[config.mk]
export PLATFORM = sky130hd
export DESIGN_NAME = reg_stack_renamer
export DESIGN_NICKNAME = d
export VERILOG_FILES = /design/src/rtl/rsf_pkg.sv /design/src/rtl/rsf_next_frame.sv /design/src/rtl/rsf_xlate.sv /design/src/rtl/rsf_resident.sv /design/src/rtl/reg_stack_renamer.sv
export SDC_FILE = /design/constraint.sdc
export NUM_CORES = 1
export LEC_CHECK = 0
export ABC_AREA = 1
export BUFFER_PORTS_ARGS = -buffer_cell sky130_fd_sc_hd__buf_2
export CAP_MARGIN = 5
export CORE_ASPECT_RATIO = 1.25
export CORE_MARGIN = 1
export CORE_UTILIZATION = 40
export CTS_CLUSTER_SIZE = 10
export DETAILED_ROUTE_END_ITERATION = 10
export HOLD_SLACK_MARGIN = 0.15
export SLEW_MARGIN = 10
export SYNTH_ARGS = -nofsm -noshare
export SYNTH_HDL_FRONTEND = slang
export SYNTH_SLANG_ARGS = --single-unit
[constraint.sdc]
create_clock -name clk -period 28 [get_ports clk]
set_clock_uncertainty 0.05 [all_clocks]
set_input_delay 1.4 -clock clk [delete_from_list [all_inputs] [get_ports clk]]
set_output_delay 1.4 -clock clk [all_outputs]
set_load 0.05 [all_outputs]
[src/rtl/rsf_pkg.sv]
package rsf_pkg;
    typedef enum logic [1:0] {
        OP_NONE  = 2'b00,
        OP_CALL  = 2'b01,
        OP_ALLOC = 2'b10,
        OP_RET   = 2'b11
    } frame_op_e;

    typedef enum logic [1:0] {
        ST_IDLE  = 2'b00,
        ST_SPILL = 2'b01,
        ST_FILL  = 2'b10
    } ctrl_state_e;
endpackage

[src/rtl/rsf_next_frame.sv]
module rsf_next_frame
    import rsf_pkg::*;
#(
    parameter int NPHYS = 96,
    parameter int FW    = 7,
    parameter int SW    = 9
) (
    input  frame_op_e         op,
    input  logic [FW-1:0]     ins,
    input  logic [FW-1:0]     locs,
    input  logic [FW-1:0]     outs,
    input  logic [FW-1:0]     cur_sof,
    input  logic [FW-1:0]     cur_sol,
    input  logic [FW-1:0]     prev_sof,
    input  logic [FW-1:0]     prev_sol,
    input  logic [FW-1:0]     resident,
    input  logic [FW-1:0]     base,
    output logic [FW-1:0]     nxt_sof,
    output logic [FW-1:0]     nxt_sol,
    output logic [FW-1:0]     nxt_prev_sof,
    output logic [FW-1:0]     nxt_prev_sol,
    output logic [FW-1:0]     nxt_base,
    output logic [FW-1:0]     res_add,
    output logic [FW-1:0]     res_sub,
    output logic [FW-1:0]     spill_need,
    output logic [FW-1:0]     fill_need,
    output logic              reject
);
    localparam logic [SW-1:0] LIM = SW'(NPHYS);

    logic [SW-1:0] total_w;
    logic [SW-1:0] inloc_w;
    logic [SW-1:0] base_w;
    logic [SW-1:0] fill_w;
    logic [SW-1:0] after_w;
    logic [SW-1:0] occ_w;
    logic [SW-1:0] spill_w;

    function automatic logic [SW-1:0] wrap_fwd(input logic [SW-1:0] a, input logic [SW-1:0] b);
        logic [SW-1:0] s;
        s = a + b;
        if (s >= LIM) s = s - LIM;
        return s;
    endfunction

    function automatic logic [SW-1:0] wrap_back(input logic [SW-1:0] a, input logic [SW-1:0] b);
        logic [SW-1:0] s;
        s = a + LIM - b;
        if (s >= LIM) s = s - LIM;
        return s;
    endfunction

    always_comb begin
        total_w      = SW'(ins) + SW'(locs) + SW'(outs);
        inloc_w      = SW'(ins) + SW'(locs);
        nxt_sof      = cur_sof;
        nxt_sol      = cur_sol;
        nxt_prev_sof = prev_sof;
        nxt_prev_sol = prev_sol;
        base_w       = SW'(base);
        res_add      = '0;
        res_sub      = '0;
        reject       = 1'b0;
        case (op)
            OP_CALL: begin
                nxt_sof      = cur_sof - cur_sol;
                nxt_sol      = '0;
                nxt_prev_sof = cur_sof;
                nxt_prev_sol = cur_sol;
                base_w       = wrap_fwd(SW'(base), SW'(cur_sol));
                res_add      = cur_sol;
            end
            OP_ALLOC: begin
                if (total_w > LIM) begin
                    reject = 1'b1;
                end else begin
                    nxt_sof = FW'(total_w);
                    nxt_sol = FW'(inloc_w);
                end
            end
            OP_RET: begin
                nxt_sof = prev_sof;
                nxt_sol = prev_sol;
                base_w  = wrap_back(SW'(base), SW'(prev_sol));
                res_sub = prev_sol;
            end
            default: begin
            end
        endcase
        nxt_base = FW'(base_w);

        // registers of the restored caller that are no longer in the file
        fill_w  = (SW'(res_sub) > SW'(resident)) ? (SW'(res_sub) - SW'(resident)) : '0;
        after_w = SW'(resident) + fill_w + SW'(res_add) - SW'(res_sub);
        occ_w   = after_w + SW'(nxt_sof);
        spill_w = (occ_w > LIM) ? (occ_w - LIM) : '0;

        spill_need = reject ? '0 : FW'(spill_w);
        fill_need  = reject ? '0 : FW'(fill_w);
    end
endmodule

[src/rtl/rsf_xlate.sv]
module rsf_xlate #(
    parameter int NSTATIC = 32,
    parameter int NPHYS   = 96,
    parameter int VW      = 7,
    parameter int FW      = 7,
    parameter int SW      = 9
) (
    input  logic [VW-1:0] vreg,
    input  logic [FW-1:0] base,
    input  logic [FW-1:0] sof,
    output logic [VW-1:0] idx,
    output logic          is_static,
    output logic          legal
);
    localparam logic [SW-1:0] LIM = SW'(NPHYS);
    localparam logic [SW-1:0] STB = SW'(NSTATIC);

    logic [SW-1:0] v_w;
    logic [SW-1:0] off_w;
    logic [SW-1:0] pos_w;

    always_comb begin
        v_w   = SW'(vreg);
        off_w = v_w - STB;
        pos_w = SW'(base) + off_w;
        if (pos_w >= LIM) pos_w = pos_w - LIM;
        if (v_w < STB) begin
            idx       = vreg;
            is_static = 1'b1;
            legal     = 1'b1;
        end else begin
            is_static = 1'b0;
            legal     = (off_w < SW'(sof));
            idx       = legal ? VW'(pos_w) : '0;
        end
    end
endmodule

[src/rtl/rsf_resident.sv]
module rsf_resident #(
    parameter int FW = 7
) (
    input  logic          clk,
    input  logic          rst_n,
    input  logic          spill_pulse,
    input  logic          fill_pulse,
    input  logic          commit,
    input  logic [FW-1:0] add_amt,
    input  logic [FW-1:0] sub_amt,
    output logic [FW-1:0] count
);
    logic [FW-1:0] cnt_q;
    logic [FW-1:0] cnt_d;

    always_comb begin
        cnt_d = cnt_q - FW'(spill_pulse) + FW'(fill_pulse);
        if (commit) cnt_d = cnt_d + add_amt - sub_amt;
    end

    always_ff @(posedge clk) begin
        if (!rst_n) cnt_q <= '0;
        else        cnt_q <= cnt_d;
    end

    assign count = cnt_q;

    // a spill can only move out a register that is resident
    p_spill_has_source_r7: assert property (@(posedge clk) disable iff (!rst_n)
        spill_pulse |-> (cnt_q != '0));
endmodule

[src/rtl/reg_stack_renamer.sv]
module reg_stack_renamer
    import rsf_pkg::*;
#(
    parameter  int NSTATIC = 32,
    parameter  int NPHYS   = 96,
    localparam int VW      = $clog2(NSTATIC + NPHYS),
    localparam int FW      = $clog2(NPHYS + 1)
) (
    input  logic          clk,
    input  logic          rst_n,
    input  logic          cmd_valid,
    input  logic [1:0]    cmd_op,
    input  logic [FW-1:0] alloc_ins,
    input  logic [FW-1:0] alloc_locs,
    input  logic [FW-1:0] alloc_outs,
    output logic          cmd_ready,
    input  logic          spill_ack,
    input  logic          fill_ack,
    output logic          ovf_req,
    output logic [FW-1:0] ovf_count,
    output logic          unf_req,
    output logic [FW-1:0] unf_count,
    input  logic [VW-1:0] vreg_num,
    output logic [VW-1:0] map_idx,
    output logic          map_static,
    output logic          map_legal,
    output logic [FW-1:0] frame_sof,
    output logic [FW-1:0] frame_sol
);
    localparam int            SW  = ((VW > FW) ? VW : FW) + 2;
    localparam logic [SW-1:0] LIM = SW'(NPHYS);
    localparam logic [FW-1:0] ONE = FW'(1);

    ctrl_state_e   state_q;
    ctrl_state_e   state_d;
    frame_op_e     op_w;

    logic [FW-1:0] sof_q, sol_q, psof_q, psol_q, base_q, remain_q;
    logic [FW-1:0] pd_sof, pd_sol, pd_psof, pd_psol, pd_base, pd_add, pd_sub;
    logic [FW-1:0] c_sof, c_sol, c_psof, c_psol, c_base, c_add, c_sub, c_spill, c_fill;
    logic          c_reject;
    logic [FW-1:0] res_cnt;

    logic accept, commit_now, commit_pend, last_spill, last_fill;
    logic spill_pulse, fill_pulse;
    logic [FW-1:0] res_add_w, res_sub_w;

    assign op_w = frame_op_e'(cmd_op);

    rsf_next_frame #(.NPHYS(NPHYS), .FW(FW), .SW(SW)) u_next (
        .op(op_w), .ins(alloc_ins), .locs(alloc_locs), .outs(alloc_outs),
        .cur_sof(sof_q), .cur_sol(sol_q), .prev_sof(psof_q), .prev_sol(psol_q),
        .resident(res_cnt), .base(base_q),
        .nxt_sof(c_sof), .nxt_sol(c_sol), .nxt_prev_sof(c_psof), .nxt_prev_sol(c_psol),
        .nxt_base(c_base), .res_add(c_add), .res_sub(c_sub),
        .spill_need(c_spill), .fill_need(c_fill), .reject(c_reject)
    );

    rsf_xlate #(.NSTATIC(NSTATIC), .NPHYS(NPHYS), .VW(VW), .FW(FW), .SW(SW)) u_xlate (
        .vreg(vreg_num), .base(base_q), .sof(sof_q),
        .idx(map_idx), .is_static(map_static), .legal(map_legal)
    );

    // control decode
    assign accept      = cmd_valid && (state_q == ST_IDLE) && (op_w != OP_NONE) && !c_reject;
    assign commit_now  = accept && (c_spill == '0) && (c_fill == '0);
    assign spill_pulse = (state_q == ST_SPILL) && spill_ack;
    assign fill_pulse  = (state_q == ST_FILL) && fill_ack;
    assign last_spill  = spill_pulse && (remain_q == ONE);
    assign last_fill   = fill_pulse && (remain_q == ONE);
    assign commit_pend = last_spill || last_fill;
    assign res_add_w   = commit_now ? c_add : pd_add;
    assign res_sub_w   = commit_now ? c_sub : pd_sub;

    rsf_resident #(.FW(FW)) u_res (
        .clk(clk), .rst_n(rst_n),
        .spill_pulse(spill_pulse), .fill_pulse(fill_pulse),
        .commit(commit_now || commit_pend),
        .add_amt(res_add_w), .sub_amt(res_sub_w),
        .count(res_cnt)
    );

    // next-state logic
    always_comb begin
        state_d = state_q;
        unique case (state_q)
            ST_IDLE: begin
                if (accept && (c_spill != '0))     state_d = ST_SPILL;
                else if (accept && (c_fill != '0)) state_d = ST_FILL;
                else                               state_d = ST_IDLE;
            end
            ST_SPILL: state_d = last_spill ? ST_IDLE : ST_SPILL;
            ST_FILL:  state_d = last_fill ? ST_IDLE : ST_FILL;
            default:  state_d = ST_IDLE;
        endcase
    end

    // state register
    always_ff @(posedge clk) begin
        if (!rst_n) state_q <= ST_IDLE;
        else        state_q <= state_d;
    end

    // outputs
    always_comb begin
        cmd_ready = (state_q == ST_IDLE);
        ovf_req   = (state_q == ST_SPILL);
        unf_req   = (state_q == ST_FILL);
        ovf_count = ovf_req ? remain_q : '0;
        unf_count = unf_req ? remain_q : '0;
        frame_sof = sof_q;
        frame_sol = sol_q;
    end

    // frame marker, saved marker, base and pending command
    always_ff @(posedge clk) begin
        if (!rst_n) begin
            sof_q    <= '0;
            sol_q    <= '0;
            psof_q   <= '0;
            psol_q   <= '0;
            base_q   <= '0;
            remain_q <= '0;
            pd_sof   <= '0;
            pd_sol   <= '0;
            pd_psof  <= '0;
            pd_psol  <= '0;
            pd_base  <= '0;
            pd_add   <= '0;
            pd_sub   <= '0;
        end else begin
            if (accept) begin
                pd_sof   <= c_sof;
                pd_sol   <= c_sol;
                pd_psof  <= c_psof;
                pd_psol  <= c_psol;
                pd_base  <= c_base;
                pd_add   <= c_add;
                pd_sub   <= c_sub;
                remain_q <= (c_spill != '0) ? c_spill : c_fill;
            end else if (spill_pulse || fill_pulse) begin
                remain_q <= remain_q - ONE;
            end
            if (commit_now) begin
                sof_q  <= c_sof;
                sol_q  <= c_sol;
                psof_q <= c_psof;
                psol_q <= c_psol;
                base_q <= c_base;
            end else if (commit_pend) begin
                sof_q  <= pd_sof;
                sol_q  <= pd_sol;
                psof_q <= pd_psof;
                psol_q <= pd_psol;
                base_q <= pd_base;
            end
        end
    end

    p_sol_in_frame_r3: assert property (@(posedge clk) disable iff (!rst_n)
        sol_q <= sof_q);

    p_resident_cap_r7: assert property (@(posedge clk) disable iff (!rst_n)
        (state_q == ST_IDLE) |-> ((SW'(res_cnt) + SW'(sof_q)) <= LIM));

    p_stall_hold_r7: assert property (@(posedge clk) disable iff (!rst_n)
        (ovf_req && !spill_ack) |=> (ovf_req && $stable(sof_q) && $stable(base_q)));

    p_spill_step_r7: assert property (@(posedge clk) disable iff (!rst_n)
        (ovf_req && spill_ack && (ovf_count != ONE)) |=> (ovf_count == ($past(ovf_count) - ONE)));

    p_fill_step_r8: assert property (@(posedge clk) disable iff (!rst_n)
        (unf_req && fill_ack && (unf_count != ONE)) |=> (unf_count == ($past(unf_count) - ONE)));

    p_single_stall_r7: assert property (@(posedge clk) disable iff (!rst_n)
        !(ovf_req && unf_req));

    p_map_bound_r2: assert property (@(posedge clk) disable iff (!rst_n)
        (map_legal && !map_static) |-> (SW'(map_idx) < LIM));

    p_call_clears_locals_r4: assert property (@(posedge clk) disable iff (!rst_n)
        (cmd_valid && cmd_ready && (op_w == OP_CALL)) |=> (sol_q == '0));
endmodule

==> run_results.csv, run 1 <==
group,metric,value,unit
status,status,"complete, no violations",
flow_run,cap_viol_max_count,0,
synthesis,async_flop_share,0,%
cts,cts_tree,"yes",
placed_design,dp_hpwl,20500,um
cts,post_cts_buffers,0,
pwr,p_leak,0.00473,uW
synthesis,synth_xor_area_share,3.38,%
synthesis,synth_adder_area_share,20.1,%
pwr,total_power,1140,uW
synthesis,synth_nets,1506,
floorplanning,die_w,137,um
setup_path,crit_type,"primary input to flop",
pwr,vdd_drop_max,0.0718,mV
detailed_routing,drc_errors,0,
detailed_routing,met3_length,882,um
setup_path,slowest_delay,0.57,ns
cts,ctsHoldBuffers,0,
grt,grt_max_degree,83,
synthesis,synth-edff-count,0,
floorplanning,fp.dieH,170,um
floorplanning,rows,61,
synthesis,synthMuxAreaShare,0,%
synthesis,ys.flop_type,"dfxtp_1",
placed_design,io_buffers,74,
cts,cts_made_buffers,9,
cells_and_area,stdcell_area,9940,um2
synthesis,ys_ff_latch,100,
sta,worst_pin_slew,1.21,ns
sta,fin_crit,11.47,ns
floorplanning,die_area,23300,um2
cells_and_area,area_growth,9.54,%
detailed_routing,vias_per_cell,5.21,
synthesis,syn-cell-area,9070,um2
cts,clkSinkCount,100,
detailed_routing,vias,8753,
setup_path,critPathSlowestCell,"fa_1",
synthesis,synthSimpleGateAreaFrac,21.6,%
floorplanning,start_util,40.8,%
synthesis,synth_cells,1346,
synthesis,synth_top_area_cell,"dfxtp_1",
grt,grt_pass1_wl,43100,um
sta,hold_viol_final,0,
detailed_routing,wl_met1,11600,um
setup_path,cp-end-kind,"flop",
grt,antenna_found_initial,0,
synthesis,synth_cell_type_count,44,
cts,htree_num_levels,3,
placed_design,gp_congestion,0.869,
setup_path,cp.arrival,11.68,ns
sta,fin_crit_sh,41.0,%
floorplanning,core_area,22200,um2
sta,rsz0062_at_grt,"false",
cts,cts_root_buffer,"clkbuf_16",
cells_and_area,drive_gt1_share,8.24,%
grt,first_global_vias,8282,
sta,fin_ws,16.53,ns
placed_design,placed_cell_area,9640,um2
pwr,power.density,115,nW/um2
min_path,hp-class,"flop to flop",
floorplanning,pin_count,75,
cts,clock_latency,0.36,ns
synthesis,synth_compound_area_share,20.6,%
detailed_routing,drt-total-wl,26500,um
detailed_routing,avgRoutedWirePerCell,15.8,um
sta,drv_slew,0,
grt,gr-total-overflow,0,
detailed_routing,ant_nets,0,
synthesis,ys_warn_count,0,
synthesis,synth_top_family_by_area,"simple AND/OR/NAND/NOR gates",
cts,cts-resized-gates,0,
synthesis,syn_avg_cell_area,6.74,um2
setup_path,critPathRequiredTime,28.22,ns
setup_path,crit_path_max_fanout,23,
sta,timing.hold.ws,0.405,ns
sta,finalSetupViolCount,0,
cells_and_area,n_antenna_cell,0,
sta,setup_tns,0,ns
synthesis,yosysTopAreaCellShare,22.1,%
detailed_routing,maxUsedRoutingLayer,"met4",
synthesis,synth_area_leaders,"dfxtp_1 22%, ha_1 12%, inv_1 9.6%",
cts,clk_pin_slew,0.08,ns
placed_design,place_ws,16.15,ns
detailed_routing,drtPass1Iterations,6,
setup_path,cp-start-kind,"primary input",
cts,clockBufferDepth,2,
cells_and_area,fin_nets,1551,
sta,max_freq,87.2,MHz
synthesis,ys_seq_area_share,22.1,%
setup_path,crit_top_cell,"nand2_1",
grt,gr-usage-all-layers,24.0,%
sta,relSlewSlack,19.4,%
detailed_routing,drt_iter0_markers,611,
detailed_routing,wl_met2,13100,um
## routing by layer
layer  global-route usage, %  vias to the layer above
met2                    41.6                      189
li1                        -                     4490
met1                    29.8                     4032
met3                    2.41                       42
met4                    10.2                        0
met5                       0                        -
## synthesized netlist by cell type, types with 3 or more instances
cell type    n
buf_1        4
nand2_2      4
nor2_1     156
inv_1      233
o21bai_1     5
nand2_1    228
dfxtp_1    100
o22ai_1      6
a22oi_1     15
nor3_1       3
o21ai_0    113
nand4_1     12
buf_2        6
a31oi_1     20
nand3b_1     5
a21oi_1    119
nor3b_1      3
clkbuf_1    30
o211ai_1    17
nand3_1     52
fa_1        35
a211oi_1    17
buf_6        4
xor2_1      22
buf_4        3
ha_1        90
a221oi_1     5
xnor2_1     13
## stage by stage
step	std cells	utilization [%]
6_report	1679	44.7
5_1_grt	1679	44.7
4_1_cts	1679	44.7
3_5_place_dp	1663	43.4
3_3_place_gp	1663	43.4
2_1_floorplan	1346	-
## worst max-delay path: cells and delay by family
family	cells	cell delay [ns]
AOI/OAI and AO/OA	13	1.88
buffers and inverters	11	0.87
xor gates and xnor gates	1	0.17
adders and majority gates	10	4.24
and+or+nand+nor	26	3.07
## registers in the layout (all words and copies together), names as in the netlist, 7 cells and up
register / cells
pd_psof: 7
psof_q: 7
psol_q: 7
pd_psol: 7
u_res.count: 7
frame_sof: 7
pd_sub: 7
base_q: 7
pd_base: 7
remain_q: 7
pd_sol: 7
pd_sof: 7
frame_sol: 7
pd_add: 7
## area by class of cell
cell class                 instances  area (um2)
tap                              283         354
sequential                       100        2000
fill                            2313       12300
timing repair buffer              81         423
multi-input combinational        962        5980
inverter                         237         890
clock buffer                       9         225
clock inverter                     7        67.6
## cell families (layout without fill, tap and decap cells)
logic type / count (synthesis) / in the layout
adders and majority gates: 125 / 125
AOI/OAI and AO/OA: 329 / 329
DFF: 100 / 100
xor gates and xnor gates: 35 / 35
buffers and inverters: 284 / 334
and+or+nand+nor: 473 / 473
## placed cells by master (no fill, tap or decap), types with 4 or more instances in the layout
| cell type | instances |
|---|---|
| ha_1 | 90 |
| o211ai_1 | 17 |
| a31oi_1 | 20 |
| a22oi_1 | 15 |
| inv_6 | 4 |
| inv_1 | 232 |
| a221oi_1 | 5 |
| xnor2_1 | 13 |
| nor2_1 | 154 |
| xor2_1 | 22 |
| o21bai_1 | 5 |
| nand3b_1 | 5 |
| nand2_1 | 228 |
| o21ai_0 | 113 |
| nand4_1 | 12 |
| a21oi_1 | 118 |
| a211oi_1 | 17 |
| o22ai_1 | 6 |
| nand3_1 | 52 |
| fa_1 | 35 |
| buf_4 | 7 |
| dfxtp_1 | 100 |
| buf_2 | 74 |
| clkbuf_16 | 9 |
| nand2_2 | 4 |
## power by group
| part | internal (uW) | switching [uW] |
|---|---|---|
| registers | 170 | 19.0 |
| clock network | 63.1 | 66.1 |
| logic | 292 | 535 |
| total | 525 | 620 |
## worst paths after layout
path	startpoint	end	slack, ns	cells past startpoint
worst max-delay path	alloc_ins[0]	u_res.count[6]	16.53	61
worst min-delay path	pd_add[0]	pd_add[0]	0.40	2
worst max register to register	frame_sol[0]	u_res.count[6]	19.04	47
worst min register to register	pd_add[0]	pd_add[0]	0.40	2
No activity file was read; power rests on OpenSTA's default activity.
==> run 2: changes to the inputs <==
Settings changed: ABC_AREA 1 to 0.
Clock period 28 ns to 10.9 ns, I/O delays scaled along.
==> run_results.csv, run 2 <==
group,metric,value,unit
setup_path,r2r_setup_slack,1.72,ns
floorplanning,die_area,23500,um2
detailed_routing,drt-total-wl,27500,um
detailed_routing,drtPass1Iterations,5,
pwr,power.density,375,nW/um2
cells_and_area,final_common_cell,"nand2_1",
cells_and_area,n_antenna_cell,0,
grt,gr-usage-all-layers,24.5,%
cts,cts_root_buffer,"clkbuf_16",
setup_path,worstReg2RegEnd,"u_res.count[6]",
cells_and_area,area_growth,10.9,%
cts,clock_latency,0.36,ns
floorplanning,start_util,40.9,%
setup_path,critPathRequiredTime,11.08,ns
min_path,hold_end,"pd_sof[6]",
sta,setup_tns,0,ns
synthesis,synth_cells,1204,
placed_design,gp_congestion,0.919,
synthesis,synthTopCellsByCount,"150 x nand2_1, 125 x inv_1, 106 x nor2_1",
pwr,seq_power_share,13.2,%
floorplanning,pin_count,75,
pwr,power.internal,1820,uW
synthesis,synth-edff-count,0,
sta,max_freq,97.0,MHz
detailed_routing,vias,8631,
sta,relSlewSlack,31.9,%
min_path,min-delay-start,"pd_sof[6]",
sta,fin_crit,10.31,ns
setup_path,cp-start-kind,"primary input",
min_path,hold_depth,2,
setup_path,crit_path_max_fanout,11,
synthesis,synth_cell_type_count,71,
detailed_routing,ant_nets,0,
synthesis,synth_top_area_cell,"dfxtp_1",
grt,first_global_vias,8235,
min_path,hp-class,"flop to flop",
pwr,p_leak,0.00437,uW
setup_path,cp-end-kind,"flop",
cts,cts_tree,"yes",
synthesis,ys.flop_type,"dfxtp_1",
cts,clkSinkCount,100,
cells_and_area,stdcell_area,10100,um2
synthesis,synth_area_leaders,"dfxtp_1 22%, ha_1 12%, fa_1 7.7%",
grt,gr-total-overflow,0,
floorplanning,fp.dieH,171,um
synthesis,ys_ff_latch,100,
setup_path,path_buf_inv,7,
synthesis,ys_seq_area_share,21.9,%
pwr,clkPwrFrac,9.2,%
synthesis,synth_nets,1364,
cells_and_area,drive_gt1_share,11.1,%
synthesis,yosysTopAreaCellShare,21.9,%
cts,clk_pin_slew,0.07,ns
pwr,p_sw,1980,uW
grt,antenna_found_initial,0,
pwr,total_power,3800,uW
sta,finalSetupViolCount,0,
setup_path,ff2ff_path_depth,38,
cts,htree_num_levels,3,
synthesis,syn-cell-area,9140,um2
status,status,"complete, no violations",
grt,grt_max_degree,56,
cells_and_area,mostFrequentLayoutCells,"150 x nand2_1, 125 x inv_1, 106 x nor2_1",
flow_run,cap_viol_max_count,0,
sta,drv_slew,0,
floorplanning,die_w,137,um
sta,hold_viol_final,0,
pwr,swShare,52.2,%
synthesis,syn_avg_cell_area,7.59,um2
detailed_routing,avgRoutedWirePerCell,17.8,um
synthesis,ys_warn_count,0,
cts,cts_made_buffers,9,
setup_path,crit_type,"primary input to flop",
setup_path,r2r-start,"frame_sol[1]",
grt,grt_pass1_wl,43800,um
setup_path,critPathSlowestCell,"or4_4",
sta,worst_pin_slew,1.02,ns
placed_design,io_buffers,74,
setup_path,critPathTopFamily,"adder cells",
synthesis,async_flop_share,0,%
floorplanning,rows,61,
pwr,p_comb_share,77.6,%
cts,clockBufferDepth,2,
setup_path,slowest_delay,0.56,ns
detailed_routing,drt_iter0_markers,525,
floorplanning,core_area,22400,um2
detailed_routing,drc_errors,0,
placed_design,placed_cell_area,9770,um2
placed_design,dp_hpwl,20900,um
sta,fin_crit_sh,94.6,%
detailed_routing,vias_per_cell,5.60,
synthesis,yosysMostFrequentCell,"nand2_1",
pwr,vdd_drop_max,0.292,mV
setup_path,cp.arrival,10.48,ns
cells_and_area,fin_nets,1412,
==> run 2: changes by cell type in the layout (fill, tap and decap cells not counted), sizes merged, moves of 21 or more <==
cell | before | now
o21ai | 115 | 65
a21oi | 119 | 92
nor2 | 160 | 107
nand3 | 54 | 31
nand2 | 232 | 150
and2 | 2 | 23
inv | 240 | 127
==> run 2: logic make-up (layout without fill, tap and decap cells) <==
kind of cell | Yosys count | in the layout | synth area share (%)
AOI/OAI and AO/OA | 331 | 331 | 24.0
muxes | 8 | 8 | 0.904
xor gates and xnor gates | 54 | 54 | 5.18
adders and majority gates | 125 | 125 | 20.0
DFF | 100 | 100 | 21.9
buffers and inverters | 185 | 238 | 7.86
and+or+nand+nor | 401 | 401 | 20.2
==> run 2: worst max path at each step <==
stage            startpoint        endpoint  slack, ns  depth (start not counted)
4_1_cts        alloc_ins[0]  u_res.count[6]       0.36                         47
3_5_place_dp   alloc_ins[0]  u_res.count[6]       0.05                         47
5_1_grt        alloc_ins[0]  u_res.count[6]      -0.04                         49
6_report       alloc_ins[0]  u_res.count[6]       0.59                         46
2_1_floorplan  alloc_ins[0]  u_res.count[6]       0.60                         48
3_3_place_gp   alloc_ins[0]  u_res.count[6]       0.27                         45
==> run 2: repair_timing <==
item / 4_1_cts / 5_1_grt
hold buffers: 0 / 0
setup buffers: 0 / 1
gates resized for setup: 0 / 8
endpoints found under the setup margin: 0 / 1
==> run 2: layer usage <==
layer  global-route usage [%]  up-vias  part of all wire [%]
li1                         -     4282                     -
met1                     30.1     4071                    44
met2                     41.8      225                    48
met3                     3.59       53                   4.0
met4                     11.0        0                   4.0
met5                        0        -                     0
==> run 2: area by class of cell <==
type	count	area (um2)
Fill cell	2280	12200
Inverter	127	477
Tap cell	283	354
Timing Repair Buffer	95	528
Clock buffer	12	267
Multi-Input combinational cell	919	6450
Clock inverter	4	55.1
Sequential cell	100	2000
==> run 2: power groups by stage <==
stage          Clock (uW)  Sequential, uW  Combinational (uW)
3_3_place_gp            0             509                2780
5_1_grt               373             511                3310
6_report              350             501                2950
4_1_cts               361             501                2840
3_5_place_dp            0             510                2810
2_1_floorplan           0             511                2200
==> run 2: metrics by stage <==
stage / setup WS (ns) / hold WS, ns / util (%) / instances
floorplan: 0.603 / 0.383 / - / 1204
global placement: 0.266 / 0.389 / 43.7 / 1523
detailed placement: 0.0456 / 0.395 / 43.7 / 1523
CTS: 0.356 / 0.407 / 45.1 / 1539
global route: -0.0431 / 0.425 / 45.3 / 1540
finish: 0.592 / 0.406 / 45.3 / 1540
==> run 2: worst register-to-register path, delay by kind of cell (launching register included) <==
kind / cells / cell delay (ns)
compound gates: 16 / 3.54
simple gates: 4 / 0.75
buf+inv: 6 / 0.61
flops: 1 / 0.54
fa+ha+maj: 8 / 2.99
xor+xnor: 4 / 0.57
==> run 3: changes to the inputs <==
Settings changed: CORE_UTILIZATION 40 to 46.
==> run_results.csv, run 3 (synthesis gave the netlist of run 2 again) <==
group,metric,value,unit
cts,cts_root_buffer,"clkbuf_16",
cts,clockBufferDepth,2,
floorplanning,fp.dieH,160,um
floorplanning,start_util,46.9,%
pwr,p_comb_share,77.2,%
cells_and_area,fin_nets,1409,
cts,ctsHoldBuffers,0,
setup_path,cp_num_cells,46,
sta,drv_slew,0,
setup_path,crit_type,"primary input to flop",
sta,max_freq,98.2,MHz
setup_path,critPathTopFamily,"adder cells",
sta,fin_crit,10.18,ns
detailed_routing,drt_iter0_markers,567,
cts,cts_tree,"yes",
setup_path,cp-end-kind,"flop",
grt,grt_pass1_wl,45100,um
floorplanning,die_w,128,um
setup_path,critPathLaunch,"alloc_ins[0]",
sta,finalSetupViolCount,0,
pwr,p_leak,0.00436,uW
sta,setup_tns,0,ns
pwr,total_power,3850,uW
setup_path,worstReg2RegEnd,"u_res.count[6]",
grt,gr-usage-all-layers,28.8,%
cells_and_area,mostFrequentLayoutCells,"150 x nand2_1, 125 x inv_1, 106 x nor2_1",
sta,relSlewSlack,37.0,%
grt,antenna_found_initial,0,
floorplanning,core_area,19500,um2
cells_and_area,drive_gt1_share,10.9,%
cells_and_area,n_antenna_cell,0,
setup_path,cp-start-kind,"primary input",
setup_path,cp.arrival,10.35,ns
min_path,hp-class,"flop to flop",
setup_path,r2r-start,"frame_sol[0]",
detailed_routing,avgRoutedWirePerCell,18.8,um
detailed_routing,drc_errors,0,
setup_path,crit_top_cell,"fa_1",
setup_path,slowest_delay,0.58,ns
pwr,seq_power_share,13.1,%
cells_and_area,n_fill_cell,1967,
grt,first_global_vias,8328,
floorplanning,pin_count,75,
cts,clk_pin_slew,0.07,ns
cells_and_area,area_growth,10.7,%
pwr,p_sw,2010,uW
detailed_routing,drtPass1Iterations,5,
pwr,vdd_drop_max,0.564,mV
floorplanning,rows,57,
status,status,"complete, no violations",
detailed_routing,vias_per_cell,5.74,
sta,hold_viol_final,0,
pwr,power.internal,1840,uW
setup_path,crit_path_end,"u_res.count[6]",
sta,rsz0062_at_grt,"false",
setup_path,path_buf_inv,5,
grt,grt_max_degree,82,
cts,clock_latency,0.36,ns
sta,fin_crit_sh,93.4,%
setup_path,critPathSlowestCell,"or4_4",
pwr,clkPwrFrac,9.6,%
setup_path,critPathRequiredTime,11.06,ns
detailed_routing,ant_nets,0,
setup_path,r2r_setup_slack,1.96,ns
cells_and_area,final_common_cell,"nand2_1",
flow_run,cap_viol_max_count,0,
floorplanning,die_area,20400,um2
pwr,swShare,52.2,%
placed_design,gp_congestion,0.880,
setup_path,crit_path_max_fanout,13,
sta,worst_pin_slew,0.946,ns
pwr,power.density,380,nW/um2
setup_path,ff2ff_path_depth,37,
placed_design,io_buffers,74,
detailed_routing,vias,8716,
cts,cts_made_buffers,9,
cts,clkSinkCount,100,
grt,gr-total-overflow,0,
placed_design,dp_hpwl,21300,um
cts,htree_num_levels,3,
detailed_routing,drt-total-wl,28600,um
-- run 3: timing repair --
action	4_1_cts	5_1_grt
gates resized for setup	0	7
endpoints found under the setup margin	0	1
buffers inserted	0	2
-- run 3: layout make-up --
cell class,instances,area (um2),share of cell area (%)
multi-input cells,920,6460,63.9
flip-flops and latches,100,2000,19.8
repair buffers,91,510,5.05
clock buffers,11,253,2.50
clock inverters,5,82.6,0.816
well taps,265,332,3.28
inverters,127,477,4.71
-- run 3: worst min path at each step --
stage               start         end  slack (ns)  depth (start not counted)
2_1_floorplan  pd_psol[0]   psol_q[0]        0.38                          2
3_3_place_gp   pd_psol[6]   psol_q[6]        0.39                          2
3_5_place_dp   pd_psol[2]   psol_q[2]        0.40                          2
4_1_cts         pd_sof[4]   pd_sof[4]        0.41                          2
5_1_grt         pd_sof[6]   pd_sof[6]        0.42                          2
6_report       pd_base[1]  pd_base[1]        0.41                          2
-- run 3: tightest hold or removal path, stage by stage (launching register included) --
cell	delay (ns)
dfxtp_1	0.31
nand2_1	0.05
a21oi_1	0.05
-- run 3: per-stage QoR --
| step | hold WS [ns] | instances | setup WS [ns] | utilization, % | instance area [um2] |
|---|---|---|---|---|---|
| 3_5_place_dp | 0.396 | 1500 | -0.0448 | 50.0 | 9730 |
| 4_1_cts | 0.406 | 1516 | 0.296 | 51.7 | 10100 |
| 2_1_floorplan | 0.383 | 1204 | 0.603 | - | 9140 |
| 3_3_place_gp | 0.391 | 1500 | 0.152 | 50.0 | 9730 |
| 6_report | 0.407 | 1519 | 0.717 | 52.0 | 10100 |
| 5_1_grt | 0.423 | 1519 | 0.00384 | 52.0 | 10100 |
-- run 3: per-layer routing --
metal | GRT usage, % | vias to the layer above | share of wire [%]
met5 | 0 | - | 0
met4 | 13.2 | 0 | 4.5
li1 | - | 4274 | -
met2 | 50.8 | 252 | 49
met3 | 4.13 | 66 | 4.4
met1 | 34.0 | 4124 | 42
-- run 3: power groups by stage --
stage	registers (uW)	logic, uW	clock network, uW
6_report	505	2970	371
5_1_grt	513	3320	395
4_1_cts	505	2880	376
3_5_place_dp	513	2860	0
3_3_place_gp	513	2850	0
2_1_floorplan	511	2200	0
